### config.mk
export PLATFORM = sky130hd
export DESIGN_NAME = rof_rank_filter
export DESIGN_NICKNAME = d
export VERILOG_FILES = /design/src/rtl/rof_pkg.sv /design/src/rtl/rof_ctrl.sv /design/src/rtl/rof_threshold.sv /design/src/rtl/rof_polarizer.sv /design/src/rtl/rof_rank_filter.sv
export SDC_FILE = /design/constraint.sdc
export NUM_CORES = 1
export LEC_CHECK = 0
export ABC_AREA = 1
export BUFFER_PORTS_ARGS = -buffer_cell sky130_fd_sc_hd__buf_2
export CAP_MARGIN = 20
export CORE_MARGIN = 2
export CORE_UTILIZATION = 45
export DETAILED_ROUTE_END_ITERATION = 8
export PLACE_DENSITY = 0.71
export SLEW_MARGIN = 20
export SYNTH_ARGS = -nofsm -noshare
export SYNTH_HDL_FRONTEND = slang
export SYNTH_SLANG_ARGS = --single-unit
export TNS_END_PERCENT = 20
### constraint.sdc
create_clock -name clk -period 7.3 [get_ports clk]
set_input_delay 1.46 -clock clk [delete_from_list [all_inputs] [get_ports clk]]
set_output_delay 1.46 -clock clk [all_outputs]
set_load 0.1 [all_outputs]
### src/rtl/rof_pkg.sv
package rof_pkg;

  typedef enum logic [1:0] {
    ROF_IDLE    = 2'd0,
    ROF_SCAN    = 2'd1,
    ROF_PUBLISH = 2'd2
  } rof_state_e;

endpackage

### src/rtl/rof_ctrl.sv
module rof_ctrl
  import rof_pkg::*;
#(
  parameter int B  = 4,
  parameter int PW = 2
) (
  input  logic          clk,
  input  logic          rst_n,
  input  logic          in_valid,
  output logic          in_ready,
  output logic          accept,
  output logic          scan,
  output logic          publish,
  output logic [PW-1:0] plane
);

  localparam logic [PW-1:0] TOP_PLANE = PW'(B - 1);

  rof_state_e    state_q, state_d;
  logic [PW-1:0] plane_q, plane_d;

  // ready is withheld only while planes are being resolved
  assign in_ready = (state_q != ROF_SCAN);
  assign accept   = in_valid && in_ready;
  assign scan     = (state_q == ROF_SCAN);
  assign publish  = (state_q == ROF_PUBLISH);
  assign plane    = plane_q;

  always_comb begin
    state_d = state_q;
    plane_d = plane_q;
    unique case (state_q)
      ROF_SCAN: begin
        if (plane_q == '0) begin
          state_d = ROF_PUBLISH;
        end else begin
          plane_d = plane_q - 1'b1;
        end
      end
      ROF_PUBLISH: state_d = ROF_IDLE;
      default:     state_d = ROF_IDLE;
    endcase
    if (accept) begin
      state_d = ROF_SCAN;
      plane_d = TOP_PLANE;
    end
  end

  always_ff @(posedge clk) begin
    if (!rst_n) begin
      state_q <= ROF_IDLE;
      plane_q <= '0;
    end else begin
      state_q <= state_d;
      plane_q <= plane_d;
    end
  end

endmodule

### src/rtl/rof_threshold.sv
module rof_threshold #(
  parameter int N  = 7,
  parameter int B  = 4,
  parameter int RW = 3,
  parameter int PW = 2
) (
  input  logic [N*B-1:0] bank,
  input  logic [PW-1:0]  plane,
  input  logic [RW-1:0]  rank,
  output logic           decide
);

  logic [N-1:0]  column;
  logic [RW-1:0] ones;

  // slice the selected plane out of every sample
  for (genvar g = 0; g < N; g++) begin : g_col
    logic [B-1:0] word;
    assign word      = bank[g*B +: B];
    assign column[g] = word[plane];
  end

  always_comb begin
    ones = '0;
    for (int i = 0; i < N; i++) begin
      ones = ones + RW'(column[i]);
    end
    decide = (ones >= rank);
  end

endmodule

### src/rtl/rof_polarizer.sv
module rof_polarizer #(
  parameter int B  = 4,
  parameter int PW = 2
) (
  input  logic [B-1:0]  smp,
  input  logic [PW-1:0] plane,
  input  logic          bit_y,
  output logic [B-1:0]  nxt
);

  logic own_bit;
  logic flip;

  assign own_bit = smp[plane];
  assign flip    = (own_bit != bit_y);

  // a disagreeing sample is pinned: all lower planes copy its own bit
  always_comb begin
    nxt = smp;
    for (int j = 0; j < B; j++) begin
      if (flip && (j < int'(plane))) begin
        nxt[j] = own_bit;
      end
    end
  end

endmodule

### src/rtl/rof_rank_filter.sv
module rof_rank_filter #(
  parameter  int N  = 7,
  parameter  int B  = 4,
  localparam int RW = $clog2(N + 1)
) (
  input  logic           clk,
  input  logic           rst_n,
  input  logic           in_valid,
  output logic           in_ready,
  input  logic [N*B-1:0] in_samples,
  input  logic [RW-1:0]  in_rank,
  output logic           out_valid,
  output logic [B-1:0]   out_result
);

  localparam int PW = (B > 1) ? $clog2(B) : 1;

  logic           accept;
  logic           scan;
  logic           publish;
  logic [PW-1:0]  plane;
  logic [N*B-1:0] bank_q;
  logic [N*B-1:0] bank_d;
  logic [RW-1:0]  rank_q;
  logic           y_bit;
  logic [B-1:0]   shreg_q;

  rof_ctrl #(.B(B), .PW(PW)) ctrl_i (
    .clk      (clk),
    .rst_n    (rst_n),
    .in_valid (in_valid),
    .in_ready (in_ready),
    .accept   (accept),
    .scan     (scan),
    .publish  (publish),
    .plane    (plane)
  );

  rof_threshold #(.N(N), .B(B), .RW(RW), .PW(PW)) thr_i (
    .bank   (bank_q),
    .plane  (plane),
    .rank   (rank_q),
    .decide (y_bit)
  );

  for (genvar g = 0; g < N; g++) begin : g_pol
    rof_polarizer #(.B(B), .PW(PW)) pol_i (
      .smp   (bank_q[g*B +: B]),
      .plane (plane),
      .bit_y (y_bit),
      .nxt   (bank_d[g*B +: B])
    );
  end

  always_ff @(posedge clk) begin
    if (!rst_n) begin
      bank_q     <= '0;
      rank_q     <= '0;
      shreg_q    <= '0;
      out_valid  <= 1'b0;
      out_result <= '0;
    end else begin
      if (accept) begin
        bank_q  <= in_samples;
        rank_q  <= in_rank;
        shreg_q <= '0;
      end else if (scan) begin
        bank_q  <= bank_d;
        shreg_q <= {shreg_q[B-2:0], y_bit};
      end
      out_valid <= publish;
      if (publish) begin
        out_result <= shreg_q;
      end
    end
  end

endmodule

==> Yosys cells after proc, flatten, opt, wreduce, memory -nomap -nowiden <==
Cells that the tools add are included.
{ "word_totals": {"elab_cells": 167, "out_inout_bits": 6, "ff_bits": 44, "input_bits": 34} }
{ "op_classes": {"mux": 43, "eq_ne": 12, "addsub": 7, "bitwise_logic": 2, "n_reduce_logical": 69, "order_cmp": 5} }
{ "op_table": {"columns": ["op", "count"], "rows": [
  ["$reduce_and A2 Y1", 22],
  ["$reduce_bool A2 Y1", 22],
  ["$mux W1", 31],
  ["$mux W28", 1],
  ["$mux W27", 1],
  ["$logic_and A1 B1 Y1", 22],
  ["$add A3 B1 Y3", 5],
  ["$bmux W1 S2", 7],
  ["$ne A1 B1 Y1", 7],
  ["$mux W2", 3],
  ["$lt A1 B2 Y1 const A", 2],
  ["$ge A3 B3 Y1", 1],
  ["$lt A2 B3 Y1 const B", 1],
  ["$ne A3 B3 Y1 const B", 1],
  ["$reduce_or A3 Y1", 1],
  ["$add A1 B1 Y2", 1],
  ["$eq A2 B1 Y1 const B", 1],
  ["$eq A2 B2 Y1 const B", 1],
  ["$logic_not A2 Y1", 1],
  ["$lt A2 B2 Y1 const A", 1],
  ["$ne A2 B1 Y1 const B", 1],
  ["$ne A2 B2 Y1 const B", 1],
  ["$not A1 Y1", 2],
  ["$reduce_or A2 Y1", 1],
  ["$sub A2 B1 Y2 const B", 1]
]} }

==> Logic depth before layout (Yosys ltp) <==
{ "depth": {"word_depth": 14, "ltp_mapped": 24, "depth_no_buf": 24} }

==> By module <==
From an unflattened synthesis, not the netlist that was laid out.
{ "hier_totals": {"hier_cells": 583, "area_unflattened_um2": 3611.0} }
{ "modules_own_cells": {"columns": ["module", "cells_per_inst", "n_inst", "area_each_um2", "seq_area_each_um2"], "rows": [
  ["rof_rank_filter", 265, 1, 1966.9, 800.8],
  ["rof_polarizer", 30, 7, 145.1, 0.0],
  ["rof_threshold", 81, 1, 427.9, 0.0],
  ["rof_ctrl", 27, 1, 200.2, 80.1]
]} }

==> Worst setup path after synthesis <==
OpenSTA, ideal clock, no wires.
{ "synth_timing": {"kind": "register to register", "from": "register ctrl_i.plane_q[0], in the netlist ctrl_i.plane[0]", "to": "register bank_q[10]", "slack_ns": 3.410, "stages_incl_launch_ff": 23, "t_required_ns": 7.185, "period_less_slack_ns": 3.890, "n_path_buf": 1, "setup_time_ns": 0.115, "arrival_time_ns": 3.775, "path_cell_list": "dfxtp_1 buf_4 nand2_1 nand3_1 nand2_1 ha_1 inv_1 fa_1 fa_1 inv_1 ha_1 fa_1 xor2_1 ha_1 nand2_1 nand2_1 inv_1 nand2_1 inv_2 nand2_1 nand3_4 a21oi_1 nor2_1"} }
{ "synth_between": {"elab_chain_len": 13, "word_cells_on_any_way": 29, "cone_classes": "add/sub: 6; order compare: 2; eq/ne: 1; mux: 17; reduce/logical: 3"} }
{ "synth_lines": {"columns": ["item", "line", "text"], "rows": [
  ["start, declared", "rof_ctrl.sv:20", "logic [PW-1:0] plane_q, plane_d;"],
  ["start signal, assigned", "rof_ctrl.sv:55", "plane_q <= plane_d;"],
  ["$bmux W1 S2", "rof_threshold.sv:20", "assign column[g] = word[plane];"],
  ["$mux W1 (not written as such)", "rof_threshold.sv:20", null],
  ["$add A1 B1 Y2", "rof_threshold.sv:26", "ones = ones + RW'(column[i]);"],
  ["$add A3 B1 Y3 (5 in series)", "rof_threshold.sv:26", null],
  ["$ge A3 B3 Y1", "rof_threshold.sv:28", "decide = (ones >= rank);"],
  ["$ne A1 B1 Y1", "rof_polarizer.sv:15", "assign flip = (own_bit != bit_y);"],
  ["$logic_and A1 B1 Y1", "rof_polarizer.sv:21", "if (flip && (j < int'(plane))) begin"],
  ["$reduce_bool A2 Y1 (no line)", null, null],
  ["$reduce_and A2 Y1 (no line)", null, null],
  ["end signal, assigned", "rof_rank_filter.sv:64", "bank_q <= in_samples;"],
  ["end signal, assigned", "rof_rank_filter.sv:68", "bank_q <= bank_d;"],
  ["end, declared", "rof_rank_filter.sv:22", "logic [N*B-1:0] bank_q;"]
]} }
Several ways; a longest one is shown, not always the timed one. The select of a mux whose other input is x is not followed.
A chain may end at the register's enable or synchronous reset.

==> Worst setup path in the final report <==
{ "layout_timing": {"from": "register ctrl_i.plane_q[1], in the netlist ctrl_i.plane[1]", "to": "register bank_q[26]"} }
The elaborated chain is that of the path after synthesis.

==> out/qor.yml <==
synth_ff_type: "dfxtp_1"
detail_route.wl_per_cell_um: 12.22
cp_max_fo: 17
cts-htree-levels: 2
rsz0062_at_grt: "no"
clock_skew_ps: 7.179
diodes: 0
cp.required_ps: 7490
synthArstFlopShare_pct: 0
syn-cell-area_um2: 2850
final_core_util_pct: 51.66
via_count: 2780
setup-tns-final_ps: 0
clk_latency_ps: 300
p_per_area_nw_per_um2: 389.6
fill_cells: 615
synth_top_area_share_pct: 30.90
total_power_mw: 1.213
first_pass_iters: 5
ys_seq_elements: 44
path_common_cell: "nand2_1"
rows: 28
grt_pass1_wl_um: 11410
max_stage_delay_ps: 780
max-vdd-ir-drop_mv: 0.2026
synth_most_common_cell: "nand2_1"
fp.dieH_um: 83.59
hp-class: "flop to flop"
drc: 0
cp-end-kind: "flop"
multi_input_area_um2: 1604
antenna_found_initial: 0
clock-sinks: 44
crit_buf_inv: 5
fin_cells: 553
path_cells: "inv_4, nand2_1, nand2_1, ha_1, inv_1, fa_1, fa_1, inv_1, ha_1, fa_1, xor2_1, ha_1, nand2_1, inv_1, nand2_1, nand2_1, inv_2, nand2_1, nand3_2, a21oi_1, nor2_1"
post-route-min-period_ps: 4707
worstPathArrival_ps: 4900
core-area_um2: 6026
place_hpwl_um: 4718
synth_common_cells: "nand2_1 (163), inv_1 (52), nand3_1 (45), dfxtp_1 (44), a21oi_1 (36)"
synth_cells: 450
ys_seq_area_share_pct: 30.90
worst_slew_pin_slew_ps: 751.2
port_buffers: 39
drt_iter0_markers: 175
synthTopCellsByArea: "dfxtp_1 (31%), nand2_1 (21%), nand3_1 (7.9%)"
status: "complete, no violations"
area_growth_pct: 9.219
path_delay_family: "adder cells"
yosysTopAreaCell: "dfxtp_1"
drv_cap: 0
ctsLongestPathBuffers: 2
cpMaxStageDelayCell: "dfxtp_1"
ant_nets: 0
seq_area_um2: 880.8
die_w_um: 83.59
ys_types: 26
cts.clk_slew.worst_paths_ps: 90
yosysWarningCount: 0
nets: 523
dieArea_um2: 6986
grt_max_degree: 40
syn_nets: 496
cts_setup_buffers: 0
totalWireLength_um: 6757
grt_pass1_vias: 2525
placedCellCount: 545
hold_buffers: 0
avgSynthCellArea_um2: 6.334
hold_violations: 0
tritoncts: "built"
cts_buffers: 5
final_layout_size_suffix_gt1_share_pct: 15.06
routed_via_density: 5.027
grtUsageTotal_pct: 19.54
place_congestion: 0.8924
cp-start-kind: "flop"
pin_count: 40
power_leakage_nw: 1.663
post_cts_resize_count: 0
synth_edf_count: 0
finalCritPeriodShare_pct: 64.48
drv_slew: 0
root_buffer: "clkbuf_8"
crit_type: "flop to flop"
max_freq_ghz: 0.2125
relSlewSlack_pct: 49.86
setup_viol_count_final: 0
start_util_pct: 47.30
grt.overflow.total: 0
-- worst min-delay path, delay by kind of cell (launching register included) --
family / cells / cell delay, ps
DFF: 1 / 320
and+or+nand+nor: 1 / 60
AOI/OAI and AO/OA: 1 / 50
-- state kept, by name, summed over array words and instances (netlist names) --
register and count:
ctrl_i.state_q 2, rank_q 3, out_valid 1, shreg_q 4, out_result 4, bank_q 28, ctrl_i.plane 2
-- cell usage in the layout, fill, tap and decap left out, types with 5 or more instances in the layout --
cell	instances
a21oi_1	36
buf_2	39
clkbuf_8	5
dfxtp_1	44
ha_1	9
inv_1	52
nand2_1	163
nand2_2	5
nand3_1	45
nand3_2	9
nor2_1	34
o21ai_0	17
-- layer usage --
metal  part of all wire (%)  up-vias  global-route usage, %  wire length (um)
li1                       -     1450                      -                 -
met1                     46     1272                  25.91              3087
met2                     49       54                  32.87              3318
met3                    4.6        4                  3.561               313
met4                   0.56        0                  4.692                38
met5                      0        -                      0                 0
-- metrics by stage --
stage / hold WS (ps) / area [um2] / setup slack (ps)
floorplan: 435.4 / 2850 / 3410
global placement: 454.3 / 2998 / 2848
detailed placement: 458.0 / 2998 / 2672
CTS: 473.1 / 3113 / 2639
global route: 493.6 / 3113 / 2296
finish: 470.0 / 3113 / 2593
-- cells by family after synthesis --
logic type	synth area share [%]
compound gates	9.306
xor+xnor	0.3073
fa+ha+maj	6.058
buf+inv	12.82
flops	30.90
simple gates	40.61
-- final timing paths --
check | startpoint | end | slack [ps] | cells past startpoint
setup / recovery | ctrl_i.plane[1] | bank_q[26] | 2590 | 21
hold / removal | shreg_q[3] | shreg_q[3] | 470 | 2
hold reg to reg | shreg_q[3] | shreg_q[3] | 470 | 2
setup reg to reg | ctrl_i.plane[1] | bank_q[26] | 2590 | 21
-- final cells by class --
type	count	area share, %
Multi-Input combinational cell	329	51.53
Sequential cell	44	28.30
Clock inverter	3	1.487
Clock buffer	5	2.211
Tap cell	75	3.014
Timing Repair Buffer	40	6.511
Inverter	57	6.953
-- where the power goes --
part,switching [mW],internal [mW]
Combinational,0.475,0.231
Sequential,0.0305,0.284
Clock,0.0893,0.103
Total,0.595,0.618
No activity file was read; power rests on OpenSTA's default activity.
